## config.mk

```make
export PLATFORM = sky130hd
export DESIGN_NAME = rxq_lock_ctrl
export DESIGN_NICKNAME = d
export VERILOG_FILES = /design/src/rtl/rxq_pkg.sv /design/src/rtl/rxq_cmd_dec.sv /design/src/rtl/rxq_req_dec.sv /design/src/rtl/rxq_mode_reg.sv /design/src/rtl/rxq_queue_ctrl.sv /design/src/rtl/rxq_lock_ctrl.sv
export SDC_FILE = /design/constraint.sdc
export NUM_CORES = 1
export LEC_CHECK = 0
export BUFFER_PORTS_ARGS = -buffer_cell sky130_fd_sc_hd__buf_2
export CAP_MARGIN = 5
export CORE_MARGIN = 1.5
export CORE_UTILIZATION = 45
export CTS_CLUSTER_DIAMETER = 80
export DETAILED_ROUTE_END_ITERATION = 10
export GPL_TIMING_DRIVEN = 1
export PLACE_DENSITY = 0.71
export SLEW_MARGIN = 20
export SYNTH_ARGS = -nofsm -noshare
export SYNTH_HDL_FRONTEND = slang
export SYNTH_SLANG_ARGS = --single-unit
```

## constraint.sdc

```tcl
create_clock -name clk -period 4.85 [get_ports clk]
set_input_delay 0 -clock clk [delete_from_list [all_inputs] [get_ports clk]]
set_output_delay 0 -clock clk [all_outputs]
set_load 0.01 [all_outputs]
```

## src/rtl/rxq_pkg.sv

```systemverilog
package rxq_pkg;
    localparam int NQ = 2;

    localparam logic [7:0] CMD_CLR_Q1  = 8'h20;
    localparam logic [7:0] CMD_CLR_Q2  = 8'h21;
    localparam logic [7:0] CMD_CLR_ALL = 8'h3F;

    localparam logic [2:0] REQ_Q1 = 3'b000;
    localparam logic [2:0] REQ_Q2 = 3'b001;

    typedef enum logic [1:0] {
        OPM_INIT   = 2'b00,
        OPM_MEMACT = 2'b01,
        OPM_ONLINE = 2'b10,
        OPM_OTHER  = 2'b11
    } opmode_e;
endpackage

```

## src/rtl/rxq_cmd_dec.sv

```systemverilog
module rxq_cmd_dec
    import rxq_pkg::*;
(
    input  logic          cmd_vld,
    input  logic [7:0]    cmd_code,
    output logic [NQ-1:0] clr
);
    always_comb begin
        clr = '0;
        if (cmd_vld) begin
            unique case (cmd_code)
                CMD_CLR_Q1:  clr = 2'b01;
                CMD_CLR_Q2:  clr = 2'b10;
                CMD_CLR_ALL: clr = 2'b11;
                default:     clr = '0;
            endcase
        end
    end
endmodule

```

## src/rtl/rxq_req_dec.sv

```systemverilog
module rxq_req_dec
    import rxq_pkg::*;
(
    input  logic          rd_vld,
    input  logic [2:0]    rd_code,
    input  logic          dual_en,
    output logic [NQ-1:0] sel
);
    always_comb begin
        sel = '0;
        if (rd_vld) begin
            if (rd_code == REQ_Q1)
                sel[0] = 1'b1;
            else if (rd_code == REQ_Q2 && dual_en)
                sel[1] = 1'b1;
        end
    end
endmodule

```

## src/rtl/rxq_mode_reg.sv

```systemverilog
module rxq_mode_reg
    import rxq_pkg::*;
(
    input  logic       clk,
    input  logic       rst_n,
    input  logic [1:0] op_mode,
    input  logic       aul_wr,
    input  logic       aul_wdata,
    output logic       aul_en
);
    typedef struct packed {
        logic aul;
    } mode_t;

    mode_t mode_d, mode_q;
    logic  wr_ok;

    always_comb begin
        mode_d = mode_q;
        wr_ok  = (opmode_e'(op_mode) == OPM_INIT) || (opmode_e'(op_mode) == OPM_MEMACT);
        if (aul_wr && wr_ok)
            mode_d.aul = aul_wdata;
    end

    always_ff @(posedge clk) begin
        if (!rst_n)
            mode_q <= '0;
        else
            mode_q <= mode_d;
    end

    assign aul_en = mode_q.aul;
endmodule

```

## src/rtl/rxq_queue_ctrl.sv

```systemverilog
module rxq_queue_ctrl #(
    parameter int PTR_W = 10,
    parameter int THR_W = 8
) (
    input  logic             clk,
    input  logic             rst_n,
    input  logic             en,
    input  logic             wr_stb,
    input  logic             rd_sel,
    input  logic             clr_cmd,
    input  logic             aul_en,
    input  logic [THR_W-1:0] thr,
    output logic             rd_ack,
    output logic             data_avail,
    output logic             locked,
    output logic             rx_en
);
    localparam int CNT_W = THR_W + 2;

    typedef struct packed {
        logic [PTR_W-1:0] wp;
        logic [PTR_W-1:0] rp;
        logic             full;
        logic             lock;
        logic [CNT_W-1:0] cnt;
        logic             ack;
    } qstate_t;

    qstate_t st_d, st_q;

    logic             avail;
    logic             do_rd;
    logic             do_wr;
    logic [PTR_W-1:0] rp_nxt;
    logic [PTR_W-1:0] wp_nxt;
    logic             drained;

    always_comb begin
        st_d    = st_q;
        avail   = st_q.full || (st_q.wp != st_q.rp);
        do_rd   = en && rd_sel && avail;
        do_wr   = en && wr_stb && !st_q.lock;
        rp_nxt  = st_q.rp + {{(PTR_W-1){1'b0}}, do_rd};
        wp_nxt  = st_q.wp + {{(PTR_W-1){1'b0}}, do_wr};
        drained = do_rd && (rp_nxt == st_q.wp) && !do_wr;

        st_d.rp  = rp_nxt;
        st_d.wp  = wp_nxt;
        st_d.ack = do_rd;

        if (do_rd)
            st_d.full = 1'b0;

        if (clr_cmd) begin
            st_d.lock = 1'b0;
            st_d.cnt  = '0;
        end else if (st_q.lock && aul_en && do_rd) begin
            if (st_q.cnt == '0 || drained) begin
                st_d.lock = 1'b0;
                st_d.cnt  = '0;
            end else begin
                st_d.cnt = st_q.cnt - 1'b1;
            end
        end

        if (do_wr && (wp_nxt == rp_nxt)) begin
            st_d.full = 1'b1;
            st_d.lock = 1'b1;
            st_d.cnt  = {thr, 2'b00};
        end
    end

    always_ff @(posedge clk) begin
        if (!rst_n)
            st_q <= '0;
        else
            st_q <= st_d;
    end

    assign rd_ack     = st_q.ack;
    assign data_avail = en && (st_q.full || (st_q.wp != st_q.rp));
    assign locked     = st_q.lock;
    assign rx_en      = en && !st_q.lock;
endmodule

```

## src/rtl/rxq_lock_ctrl.sv

```systemverilog
module rxq_lock_ctrl
    import rxq_pkg::*;
#(
    parameter int PTR_W = 10,
    parameter int THR_W = 8
) (
    input  logic             clk,
    input  logic             rst_n,
    input  logic             dual_en,
    input  logic [1:0]       op_mode,
    input  logic             aul_wr,
    input  logic             aul_wdata,
    input  logic [THR_W-1:0] thr_q1,
    input  logic [THR_W-1:0] thr_q2,
    input  logic [1:0]       wr_stb,
    input  logic             rd_vld,
    input  logic [2:0]       rd_code,
    input  logic             cmd_vld,
    input  logic [7:0]       cmd_code,
    output logic [1:0]       rd_ack,
    output logic [1:0]       data_avail,
    output logic [1:0]       lock_sts,
    output logic [1:0]       rx_en
);
    logic [NQ-1:0]    clr_vec;
    logic [NQ-1:0]    sel_vec;
    logic [NQ-1:0]    q_en;
    logic [THR_W-1:0] thr_arr [NQ];
    logic             aul_en_q;

    assign q_en       = {dual_en, 1'b1};
    assign thr_arr[0] = thr_q1;
    assign thr_arr[1] = thr_q2;

    rxq_cmd_dec u_cmd (
        .cmd_vld  (cmd_vld),
        .cmd_code (cmd_code),
        .clr      (clr_vec)
    );

    rxq_req_dec u_req (
        .rd_vld  (rd_vld),
        .rd_code (rd_code),
        .dual_en (dual_en),
        .sel     (sel_vec)
    );

    rxq_mode_reg u_mode (
        .clk       (clk),
        .rst_n     (rst_n),
        .op_mode   (op_mode),
        .aul_wr    (aul_wr),
        .aul_wdata (aul_wdata),
        .aul_en    (aul_en_q)
    );

    for (genvar gi = 0; gi < NQ; gi++) begin : g_q
        rxq_queue_ctrl #(
            .PTR_W (PTR_W),
            .THR_W (THR_W)
        ) u_q (
            .clk        (clk),
            .rst_n      (rst_n),
            .en         (q_en[gi]),
            .wr_stb     (wr_stb[gi]),
            .rd_sel     (sel_vec[gi]),
            .clr_cmd    (clr_vec[gi]),
            .aul_en     (aul_en_q),
            .thr        (thr_arr[gi]),
            .rd_ack     (rd_ack[gi]),
            .data_avail (data_avail[gi]),
            .locked     (lock_sts[gi]),
            .rx_en      (rx_en[gi])
        );
    end
endmodule

```

==> metrics.cfg <==
[run_status]
status = complete, no violations

[global_route]
grtUsageMet2 = 0.3673
grt_max_degree = 43
grt_pass1_wl_um = 17890
top_usage_layer = met2
overflow = 0
antenna_found_initial = 0
grt_util_met3 = 0.04993
grt_pass1_vias = 3766
track_usage = 0.2182
gr-usage-met1 = 0.2828

[synthesis]
synth_seq_cells = 67
synth_cells = 540
synth_edf_count = 0
syn_area_sq_um = 4414
synth_xor_area_frac = 0.1780
async_flop_share = 0
synth_compound_area_frac = 0.1295
synth_mux_area_frac = 0.007086
syn_nets = 589
synth.distinct_cells = 67
synth-main-ff-cell = dfxtp_1
avgSynthCellArea_sq_um = 8.175
yosysWarnings = 0
synthAdderAreaFrac = 0.03118
ys_seq_area_frac = 0.3039
yosys.area_share.simple = 0.2922
synth_top_family_by_area = simple AND/OR/NAND/NOR gates

[timing]
final.min_clock_period_ps = 4375
finalClockSkew_ps = 10.52
fmax_ghz = 0.2286
worst_slack_ps = 474.8
relSlewSlack = 0.6352
setup_viol = 0
hold_viol = 0
setup-tns-final_ps = 0
finalCritPeriodShare = 0.9021
worst_slew_pin_slew_ps = 541.5
rsz0062_at_grt = false
slew_viol_final = 0

[clock_tree]
postCtsSetupBuffers = 0
cts_buffers = 9
clock_sink_count = 67
cts_root_buf = clkbuf_8
cts_tree = built
insertion_delay_ps = 350
htree_levels = 3
clock_path_buffers = 2
clkTransAtPathRegs_ps = 80

[placed_design]
hpwlAfterDp_um = 7753
io_buffer_count = 44
dp_slack_ps = 408.2
gp_congestion = 0.9423

[drt]
drt-vias-per-instance = 5.635
drc_errors = 0
wl_per_cell_um = 15.12
ant_nets = 0
dr.pass1.iters = 7
num_vias = 4035
wirelength_um = 10830
drt_iter0_markers = 202

[die]
die-area_sq_um = 10410
fp.dieW_um = 102.0
row_count = 35
start_util = 0.4710
io_pins = 46
fp.dieH_um = 102.0
core_sq_um = 9371

[critical_path]
worst-r2r-cell-count = 13
r2r_start = g_q[1].u_q.st_q[18]
end_kind = flip-flop
crit_path_cell_trace = xor2_1 -> nor4_1 -> a31oi_1 -> and2_1 -> ha_1 -> nand4_2 -> or3_1 -> and2_1 -> a211o_1 -> o22a_1 -> or4b_4 -> nor4bb_1 -> a311o_1
cp-start-kind = flip-flop
worstReg2RegEnd = g_q[1].u_q.st_q[3]
cp.required_ps = 5100
cp_slowest_stage_delay_ps = 590
critical_path_buf_inv_count = 0
crit_type = flip-flop to flip-flop
cpMostUsedCell = and2_1
path_max_fanout = 7
worst_path_max_delay_cell = or4b_4
rrSetupSlack_ps = 470
crit_family = simple AND/OR/NAND/NOR gates
arrival_ps = 4620

[final_layout]
layout_common_cells = 67 x dfxtp_1, 63 x nor2_1, 44 x buf_2
fin_nets = 631
final_common_cell = dfxtp_1
syn_to_final_growth_pct = 14.46
drive_above_1_share = 0.1346
multi_input_area_sq_um = 2823
nFillCells = 910
antennaDiodeCount = 0
regArea_sq_um = 1341

[min_path]
holdPathEnd = g_q[1].u_q.st_q[10]
hold_depth = 3
min_path_type = primary input to flip-flop
hp-start = thr_q2[7]

[power_and_ir_drop]
p_clk_frac = 0.376
internal_power_mw = 1.022
p_sw_uw = 413.2
power_per_cell_area_nw_per_um2 = 284.1
leakage_nw = 2.088
p_seq_frac = 0.423
combPwrFrac = 0.201
peakVddDrop_v = 0.0001893
swShare = 0.2879

[run]
max_cap_viol_count = 0

-- logic make-up (layout without fill, tap and decap cells) --
group                    after synthesis  in the layout
AO/OA/AOI/OAI                         81             81
flip-flops                            67             67
XOR/XNOR                              85             85
multiplexers                           3              3
buffers and inverters                 55            102
adder cells (fa/ha/maj)               11             11
AND/OR/NAND/NOR                      238            238
-- synth_stat cells (14+ instances only) --
cell type | n | area share
xor2_1 | 42 | 0.083
and2_1 | 16 | 0.023
xnor2_1 | 40 | 0.079
inv_1 | 21 | 0.018
o21ai_0 | 14 | 0.016
dfxtp_1 | 67 | 0.30
a21oi_1 | 16 | 0.018
nor3_1 | 18 | 0.020
nand2_1 | 32 | 0.027
nor2_1 | 63 | 0.054
nand3_1 | 27 | 0.031
-- per-stage QoR --
step           hold WS, ps  cell area, sq um  power [mW]  std cells    util
2_1_floorplan        130.4              4414      0.8220        540       -
3_3_place_gp         238.0              4648      0.8797        683  0.4960
3_5_place_dp         242.6              4648      0.8857        683  0.4960
4_1_cts              26.52              5046       1.439        716  0.5385
5_1_grt              31.34              5052       1.499        716  0.5391
6_report             32.87              5052       1.436        716  0.5391
-- cell type report --
| type | count | share of cell area |
|---|---|---|
| Multi-Input combinational cell | 418 | 0.5587 |
| Sequential cell | 67 | 0.2655 |
| Timing Repair Buffer | 65 | 0.08321 |
| Tap cell | 129 | 0.03195 |
| Clock buffer | 12 | 0.03071 |
| Inverter | 21 | 0.01560 |
| Clock inverter | 4 | 0.01436 |
-- sequential cells by signal, summed over array words and instances, names as in the netlist --
register and count:
g_q.u_q.locked 2, g_q.u_q.rd_ack 2, g_q.u_q.st_q 62, u_mode.aul_en 1
-- worst register-to-register path, cell delays in order, from the launching register on --
cell and delay [ps]:
dfxtp_1 460, xor2_1 310, nor4_1 110, a31oi_1 440, and2_1 260, ha_1 250, nand4_2 190, or3_1 440
and2_1 240, a211o_1 280, o22a_1 230, or4b_4 590, nor4bb_1 160, a311o_1 320
-- per-layer routing --
layer / up-vias / wire, um
met5: - / 0
met3: 15 / 638
li1: 1983 / -
met4: 0 / 127
met1: 1903 / 4772
met2: 134 / 5290
-- power groups by stage --
stage               clock (mW)  sequential, mW  combinational [mW]
floorplan                    0           0.610               0.212
global route             0.572           0.611               0.317
CTS                      0.549           0.607               0.283
global placement             0           0.618               0.262
detailed placement           0           0.618               0.267
finish                   0.540           0.607               0.289
-- worst max-delay path by stage --
| stage | from | to | slack, ps | cells after the start |
|---|---|---|---|---|
| final | g_q[1].u_q.st_q[18] | g_q[1].u_q.st_q[3] | 470 | 13 |
| after global routing | g_q[1].u_q.st_q[18] | g_q[1].u_q.st_q[3] | 140 | 14 |
| after CTS | g_q[1].u_q.st_q[18] | g_q[1].u_q.st_q[4] | 360 | 14 |
| after detailed placement | g_q[1].u_q.st_q[18] | g_q[1].u_q.st_q[4] | 410 | 14 |
| after global placement | g_q[1].u_q.st_q[18] | g_q[1].u_q.st_q[4] | 550 | 14 |
| after floorplan | g_q[1].u_q.st_q[18] | g_q[1].u_q.st_q[3] | 1030 | 15 |
-- what timing repair did --
item | CTS | global route
hold buffers | 17 | 0
gates resized for setup | 0 | 1
setup endpoints to repair | 0 | 3
hold endpoints to repair | 16 | 0
Power figures use the tool's default switching activity.
